==> src/rtl/frc_pkg.sv <==
package frc_pkg;

    typedef enum logic [3:0] {
        OP_ADD  = 4'd0,
        OP_SUB  = 4'd1,
        OP_AND  = 4'd2,
        OP_OR   = 4'd3,
        OP_XOR  = 4'd4,
        OP_SLT  = 4'd5,
        OP_SLL  = 4'd6,
        OP_SRL  = 4'd7,
        OP_SRA  = 4'd8,
        OP_AGEN = 4'd9,
        OP_BEQ  = 4'd10,
        OP_BNE  = 4'd11,
        OP_BLT  = 4'd12
    } op_e;

    typedef enum logic {
        SLOT_EMPTY = 1'b0,
        SLOT_FULL  = 1'b1
    } slot_e;

endpackage

==> src/rtl/frc_alu.sv <==
module frc_alu
    import frc_pkg::*;
#(
    parameter int DATA_W     = 32,
    parameter int INST_BYTES = 4
) (
    input  logic [3:0]        op,
    input  logic [DATA_W-1:0] src_a,
    input  logic [DATA_W-1:0] src_b,
    input  logic [DATA_W-1:0] imm,
    input  logic [DATA_W-1:0] pc,
    output logic [DATA_W-1:0] value
);
    localparam int SH_W = $clog2(DATA_W);

    logic [SH_W-1:0]   sh_amt;
    logic              lt_signed;
    logic              eq;
    logic [DATA_W-1:0] pc_seq;
    logic [DATA_W-1:0] pc_jump;
    logic              taken;

    always_comb begin
        sh_amt    = src_b[SH_W-1:0];
        lt_signed = $signed(src_a) < $signed(src_b);
        eq        = (src_a == src_b);
        pc_seq    = pc + DATA_W'(INST_BYTES);
        pc_jump   = pc + imm;
        taken     = 1'b0;
        value     = '0;
        unique case (op)
            OP_ADD:  value = src_a + src_b;
            OP_SUB:  value = src_a - src_b;
            OP_AND:  value = src_a & src_b;
            OP_OR:   value = src_a | src_b;
            OP_XOR:  value = src_a ^ src_b;
            OP_SLT:  value = {{(DATA_W-1){1'b0}}, lt_signed};
            OP_SLL:  value = src_a << sh_amt;
            OP_SRL:  value = src_a >> sh_amt;
            OP_SRA:  value = $unsigned($signed(src_a) >>> sh_amt);
            OP_AGEN: value = src_a + imm;
            OP_BEQ: begin
                taken = eq;
                value = taken ? pc_jump : pc_seq;
            end
            OP_BNE: begin
                taken = !eq;
                value = taken ? pc_jump : pc_seq;
            end
            OP_BLT: begin
                taken = lt_signed;
                value = taken ? pc_jump : pc_seq;
            end
            default: value = '0;
        endcase
    end
endmodule

==> src/rtl/frc_recompute_stage.sv <==
module frc_recompute_stage
    import frc_pkg::*;
#(
    parameter int DATA_W     = 32,
    parameter int TAG_W      = 6,
    parameter int INST_BYTES = 4
) (
    input  logic              clk,
    input  logic              rst_n,
    input  logic              flush,
    input  logic              in_valid,
    input  logic [TAG_W-1:0]  in_tag,
    input  logic [3:0]        in_op,
    input  logic [DATA_W-1:0] in_src_a,
    input  logic [DATA_W-1:0] in_src_b,
    input  logic [DATA_W-1:0] in_imm,
    input  logic [DATA_W-1:0] in_pc,
    input  logic [DATA_W-1:0] in_core_res,
    input  logic              in_other_fault,
    output logic              s1_valid,
    output logic [TAG_W-1:0]  s1_tag,
    output logic [DATA_W-1:0] s1_recomp,
    output logic [DATA_W-1:0] s1_core_res,
    output logic              s1_other_fault
);
    slot_e             state_q;
    slot_e             state_d;
    logic              load;
    logic [DATA_W-1:0] alu_value;

    frc_alu #(
        .DATA_W    (DATA_W),
        .INST_BYTES(INST_BYTES)
    ) u_alu (
        .op   (in_op),
        .src_a(in_src_a),
        .src_b(in_src_b),
        .imm  (in_imm),
        .pc   (in_pc),
        .value(alu_value)
    );

    always_comb begin
        load    = in_valid && !flush;
        state_d = state_q;
        unique case (state_q)
            SLOT_EMPTY: state_d = load ? SLOT_FULL : SLOT_EMPTY;
            SLOT_FULL:  state_d = load ? SLOT_FULL : SLOT_EMPTY;
            default:    state_d = SLOT_EMPTY;
        endcase
    end

    always_ff @(posedge clk or negedge rst_n) begin
        if (!rst_n) state_q <= SLOT_EMPTY;
        else        state_q <= state_d;
    end

    always_ff @(posedge clk or negedge rst_n) begin
        if (!rst_n) begin
            s1_tag         <= '0;
            s1_recomp      <= '0;
            s1_core_res    <= '0;
            s1_other_fault <= 1'b0;
        end else if (load) begin
            s1_tag         <= in_tag;
            s1_recomp      <= alu_value;
            s1_core_res    <= in_core_res;
            s1_other_fault <= in_other_fault;
        end
    end

    always_comb s1_valid = (state_q == SLOT_FULL);
endmodule

==> src/rtl/frc_compare_stage.sv <==
module frc_compare_stage
    import frc_pkg::*;
#(
    parameter int DATA_W = 32,
    parameter int TAG_W  = 6
) (
    input  logic              clk,
    input  logic              rst_n,
    input  logic              flush,
    input  logic              s1_valid,
    input  logic [TAG_W-1:0]  s1_tag,
    input  logic [DATA_W-1:0] s1_recomp,
    input  logic [DATA_W-1:0] s1_core_res,
    input  logic              s1_other_fault,
    output logic              out_valid,
    output logic [TAG_W-1:0]  out_tag,
    output logic              out_mismatch,
    output logic [DATA_W-1:0] out_fix_value,
    output logic              out_fix_ok
);
    slot_e state_q;
    slot_e state_d;
    logic  load;
    logic  differ;
    logic  mm_q;

    always_comb begin
        load    = s1_valid && !flush;
        differ  = (s1_recomp != s1_core_res);
        state_d = state_q;
        unique case (state_q)
            SLOT_EMPTY: state_d = load ? SLOT_FULL : SLOT_EMPTY;
            SLOT_FULL:  state_d = load ? SLOT_FULL : SLOT_EMPTY;
            default:    state_d = SLOT_EMPTY;
        endcase
    end

    always_ff @(posedge clk or negedge rst_n) begin
        if (!rst_n) state_q <= SLOT_EMPTY;
        else        state_q <= state_d;
    end

    always_ff @(posedge clk or negedge rst_n) begin
        if (!rst_n) begin
            out_tag       <= '0;
            mm_q          <= 1'b0;
            out_fix_value <= '0;
            out_fix_ok    <= 1'b0;
        end else if (load) begin
            out_tag       <= s1_tag;
            mm_q          <= differ;
            out_fix_value <= s1_recomp;
            out_fix_ok    <= !s1_other_fault;
        end
    end

    always_comb begin
        out_valid    = (state_q == SLOT_FULL);
        out_mismatch = out_valid && mm_q;
    end
endmodule

==> src/rtl/frc_top.sv <==
module frc_top #(
    parameter int DATA_W     = 32,
    parameter int TAG_W      = 6,
    parameter int INST_BYTES = 4
) (
    input  logic              clk,
    input  logic              rst_n,
    input  logic              flush,
    input  logic              in_valid,
    input  logic [TAG_W-1:0]  in_tag,
    input  logic [3:0]        in_op,
    input  logic [DATA_W-1:0] in_src_a,
    input  logic [DATA_W-1:0] in_src_b,
    input  logic [DATA_W-1:0] in_imm,
    input  logic [DATA_W-1:0] in_pc,
    input  logic [DATA_W-1:0] in_core_res,
    input  logic              in_other_fault,
    output logic              out_valid,
    output logic [TAG_W-1:0]  out_tag,
    output logic              out_mismatch,
    output logic [DATA_W-1:0] out_fix_value,
    output logic              out_fix_ok
);
    logic              s1_valid;
    logic [TAG_W-1:0]  s1_tag;
    logic [DATA_W-1:0] s1_recomp;
    logic [DATA_W-1:0] s1_core_res;
    logic              s1_other_fault;

    frc_recompute_stage #(
        .DATA_W    (DATA_W),
        .TAG_W     (TAG_W),
        .INST_BYTES(INST_BYTES)
    ) u_recompute (
        .clk           (clk),
        .rst_n         (rst_n),
        .flush         (flush),
        .in_valid      (in_valid),
        .in_tag        (in_tag),
        .in_op         (in_op),
        .in_src_a      (in_src_a),
        .in_src_b      (in_src_b),
        .in_imm        (in_imm),
        .in_pc         (in_pc),
        .in_core_res   (in_core_res),
        .in_other_fault(in_other_fault),
        .s1_valid      (s1_valid),
        .s1_tag        (s1_tag),
        .s1_recomp     (s1_recomp),
        .s1_core_res   (s1_core_res),
        .s1_other_fault(s1_other_fault)
    );

    frc_compare_stage #(
        .DATA_W(DATA_W),
        .TAG_W (TAG_W)
    ) u_compare (
        .clk           (clk),
        .rst_n         (rst_n),
        .flush         (flush),
        .s1_valid      (s1_valid),
        .s1_tag        (s1_tag),
        .s1_recomp     (s1_recomp),
        .s1_core_res   (s1_core_res),
        .s1_other_fault(s1_other_fault),
        .out_valid     (out_valid),
        .out_tag       (out_tag),
        .out_mismatch  (out_mismatch),
        .out_fix_value (out_fix_value),
        .out_fix_ok    (out_fix_ok)
    );
endmodule

==> config.mk <==
export PLATFORM = sky130hd
export DESIGN_NAME = frc_top
export DESIGN_NICKNAME = d
export VERILOG_FILES = /design/src/rtl/frc_pkg.sv /design/src/rtl/frc_alu.sv /design/src/rtl/frc_recompute_stage.sv /design/src/rtl/frc_compare_stage.sv /design/src/rtl/frc_top.sv
export SDC_FILE = /design/constraint.sdc
export NUM_CORES = 1
export LEC_CHECK = 0
export CELL_PAD_IN_SITES_DETAIL_PLACEMENT = 1
export CELL_PAD_IN_SITES_GLOBAL_PLACEMENT = 2
export CORE_ASPECT_RATIO = 1.1
export CORE_MARGIN = 2
export CORE_UTILIZATION = 33
export CTS_CLUSTER_SIZE = 16
export DETAILED_ROUTE_END_ITERATION = 7
export PLACE_DENSITY = 0.92
export SLEW_MARGIN = 20
export SYNTH_ARGS = -nofsm -noshare
export SYNTH_HDL_FRONTEND = slang
export SYNTH_SLANG_ARGS = --single-unit
==> constraint.sdc <==
create_clock -name clk -period 2.38 [get_ports clk]
set_clock_uncertainty 0.05 [all_clocks]
set_input_delay 0.476 -clock clk [delete_from_list [all_inputs] [get_ports clk]]
set_output_delay 0.476 -clock clk [all_outputs]
set_load 0.1 [all_outputs]
==> reports/metrics.csv <==
stage,metric,value,unit
critical_path,Crit Reg-Reg Endpoint,u_recompute.s1_recomp[29],
place,routability cong.,1.122,
finish,Layout Cells excl Fill,3805,
place,total placed cells including tap cells,3671,
drt,detail-routed net length per standard cell,34.06,um
finish,FILL cells,5835,
synthesis,largest cells by area after synthesis,"dfrtp_1 (17%), ha_1 (13%), nand2_1 (9.8%)",
place,Worst Setup Slack post-DPL,-2.479,ns
synthesis,syn nets,2588,
sta,final-report max-slew violation count,3,
place,estimated wirelength of the detail-placed design,73750,um
synthesis,cell area after technology mapping,16510,um^2
floorplan,ports placed on the boundary,216,
critical_path,r2r startpoint,u_recompute.s1_recomp[29],
power_and_ir_drop,peak supply drop,604.0,uV
sta,Final Hold Fails,0,
critical_path,crit path DAT,5.26,ns
synthesis,cell type with the highest aggregate area in the netlist,dfrtp_1,
critical_path,Required @ worst endpoint,2.65,ns
drt,DRC marker count from the first detailed-route iteration,3885,
critical_path,"Largest stage delay, worst path",0.87,ns
sta,Setup WS post-layout,-2.616,ns
cts,total number of H-tree levels,4,
job,Maximum Capacitance Violations,1,
drt,drt drc,32,
floorplan,cell row count,85,
synthesis,Mapped Avg Cell Area,7.356,um^2
drt,final wirelength,129600,um
place,PortBufs,215,
finish,combined area of the multi-input logic cells,14620,um^2
power_and_ir_drop,power per standard cell area,502.0,nW/um^2
critical_path,R2R setup slack,-0.05,ns
cts,number of buffers inserted during clock tree synthesis,17,
power_and_ir_drop,sequential fraction of design power,0.185,
floorplan,Die Width,217.2,um
power_and_ir_drop,Clk pwr share,0.207,
drt,number of iterations in the first detailed-routing pass,8,
synthesis,commonest register cell after synthesis,dfrtp_1,
cts,clock tree from TritonCTS,done,
finish,core occupancy in the finished layout,0.5617,
finish,number of nets at the end of the flow,3479,
synthesis,Yosys warnings,0,
synthesis,gate count of the mapped netlist,2244,
synthesis,ys async rst share,1.000,
global_routing,Global Route met3 Usage,0.1073,
sta,upper clock frequency limit,200.2,MHz
floorplan,die extent in y,238.6,um
global_routing,met2 global-route usage,0.6536,
critical_path,top fanout value on the critical path,3,
sta,worst relative slew slack,-0.09548,
cts,clk buf depth,2,
power_and_ir_drop,Leakage,0.01308,uW
power_and_ir_drop,Switching Share,0.4785,
critical_path,Worst Setup Path Type,in2reg,
critical_path,cell breakdown of the critical path,dlygate4sd2_1 -> inv_1 -> ha_4 -> buf_4 -> nor2_4 -> nor3_2 -> buf_4 -> o21ai_0 -> o21ai_0 -> o21ai_0 -> a21o_1 -> a21oi_1 -> nand3_1 -> a211oi_2 -> o21ai_1,
sta,actual transition at the worst max-transition pin,1.626,ns
floorplan,initial cell density of the core,0.3359,
synthesis,list of most frequent post-synthesis cells,"nand2_1 (430), ha_1 (166), a21oi_1 (165)",
sta,time the worst path needs with I/O delays and setup,4.996,ns
sta,total of endpoints with negative setup slack in the final report,32,
synthesis,most repeated cell in the gate-level netlist after synthesis,nand2_1,
status,failing checks,"design-rule violations, max-capacitance violations, max-slew violations, negative setup slack",
synthesis,sequential-to-total area share from yosys stat,0.1713,
floorplan,floorplan die area,51820,um^2
global_routing,wire length of the first global-routing pass,158100,um
finish,layout cell share with drive strength beyond 1,0.4007,
critical_path,most repeated library cell on the critical path,o21ai_0,
floorplan,core outline area,49130,um^2
cts,Root Driver,clkbuf_16,
critical_path,origin of the worst setup path,in_src_b[12],
global_routing,GRT Resource Usage Total,0.4025,
critical_path,Worst Setup EP,u_recompute.s1_recomp[18],
finish,area added between synthesis and finish,67.19,%
power_and_ir_drop,Power Internal,7224,uW
drt,via count normalized by instance count,6.848,
cts,clock slew seen by the registers of the worst setup and hold paths,0.06,ns
drt,Antenna Nets Post-Route,0,
drt,vias after detailed routing,26058,
global_routing,met1 Use GR,0.4384,
power_and_ir_drop,Comb power frac,0.607,
status,outcome,finished with violations,
global_routing,busiest layer in global routing,met2,
synthesis,number of flops mapped to enable cells by yosys,0,
cts,later-pin clock latency in the skew report,0.47,ns
global_routing,global-route congestion overflow total,0,
critical_path,critical path endpoint category,flip-flop,
power_and_ir_drop,net switching power,6629,uW
cts,number of sinks handled by clock tree synthesis,113,
global_routing,initial antenna violation count,16,
synthesis,flip-flop and latch count after synthesis,113,
critical_path,cell with the largest stage delay on the worst path,nor3_2,
critical_path,cell count of the worst reg-to-reg path,7,
global_routing,maximum number of pins on one net before global-route repair,88,
sta,setup repair after global routing missed its margin,yes,
global_routing,via count of the first global-routing pass,25881,
worst_hold_path,classification of the worst-slack hold path,in2async,
synthesis,number of distinct standard cells referenced by the synthesized netlist,96,
finish,Sequential cell area,2828,um^2
synthesis,area share of the leading cell type in the synthesized netlist,0.1713,
critical_path,Worst Setup Start Kind,primary input,
sta,Tcrit/Tclk final,2.099,
power_and_ir_drop,Design Power,13850,uW
## registers in the layout (all words and copies together) (netlist names)
| register | count |
|---|---|
| u_recompute.s1_recomp | 32 |
| u_recompute.s1_valid | 1 |
| u_compare.out_tag | 6 |
| u_recompute.s1_core_res | 32 |
| u_recompute.s1_other_fault | 1 |
| u_compare.out_fix_value | 32 |
| u_compare.out_fix_ok | 1 |
| u_compare.mm_q | 1 |
| u_compare.out_valid | 1 |
| u_recompute.s1_tag | 6 |
## worst max-delay path, delay by kind of cell
| kind | cells | cell delay, ns |
|---|---|---|
| AOI/OAI and AO/OA | 7 | 2.11 |
| adders and majority gates | 1 | 0.35 |
| buffers and inverters | 4 | 1.12 |
| and+or+nand+nor | 3 | 1.20 |
## power groups by stage
stage	Sequential [uW]	Combinational, uW	Clock, uW
5_1_grt	2570	8540	2950
2_1_floorplan	3360	2640	0
3_5_place_dp	2530	6480	0
3_3_place_gp	2500	6240	0
6_report	2570	8410	2870
4_1_cts	2520	7060	2840
## worst min-delay path by stage
stage	cells past startpoint	slack, ns	to	from
final	1	0.005	u_compare.out_fix_ok	rst_n
after global routing	1	0.04	u_compare.out_fix_ok	rst_n
after CTS	1	0.02	u_compare.out_fix_ok	rst_n
after detailed placement	2	0.41	u_compare.out_fix_value[23]	u_compare.out_fix_value[23]
after global placement	2	0.40	u_compare.out_tag[3]	u_recompute.s1_tag[3]
after floorplan	0	0.13	u_compare.mm_q	rst_n
## placed cells by master (no fill, tap or decap), types with 29 or more instances in the layout
master / synthesis / routed
nor2_1: 163 / 155
inv_2: 1 / 48
nand2_1: 430 / 422
ha_4: 0 / 47
buf_6: 1 / 53
inv_1: 113 / 57
o21ai_0: 152 / 103
clkdlybuf4s50_1: 0 / 84
mux2i_1: 79 / 77
o21ai_2: 1 / 29
buf_4: 7 / 768
o211ai_1: 38 / 38
ha_1: 166 / 112
xnor2_1: 91 / 80
a21oi_1: 165 / 137
dfrtp_1: 113 / 113
xor2_1: 43 / 39
## routing by layer
| layer | vias to the layer above | part of all wire |
|---|---|---|
| li1 | 9865 | - |
| met1 | 12365 | 0.32 |
| met2 | 2544 | 0.41 |
| met3 | 1264 | 0.14 |
| met4 | 20 | 0.12 |
| met5 | - | 0.0031 |
## timing repair
action                                  CTS  global route
endpoints found under the setup margin   32            65
gates cloned                              2             0
hold buffers                              0             0
pin swaps                               111           144
resized for setup                       428           235
setup buffers                            50            63
## area by class of cell
type | instances | area share
timing repair buffer | 1001 | 0.2979
antenna | 6 | 0.0005441
clock buffer | 21 | 0.01668
tap | 652 | 0.02956
multi-input combinational | 1887 | 0.5299
sequential | 113 | 0.1025
inverter | 115 | 0.01718
clock inverter | 10 | 0.005758
## kinds of logic after synthesis
logic type	count (synthesis)	share of synthesized area
flops	113	0.1713
mux	120	0.08680
xor+xnor	134	0.07110
buf+inv	246	0.05913
compound gates	666	0.2689
simple gates	796	0.2133
fa+ha+maj	169	0.1295
## metrics by stage
step                      TNS [ns]  area (um^2)  hold slack [ns]
after floorplan             -34.20        16800           0.1304
after global placement      -74.02        24270           0.3993
after detailed placement    -82.15        24270           0.4146
after CTS                   -33.23        26460          0.01899
after global routing        -54.49        27580          0.04278
final                       -58.32        27600         0.004710
Note: power is estimated with default switching activity, not from simulation.
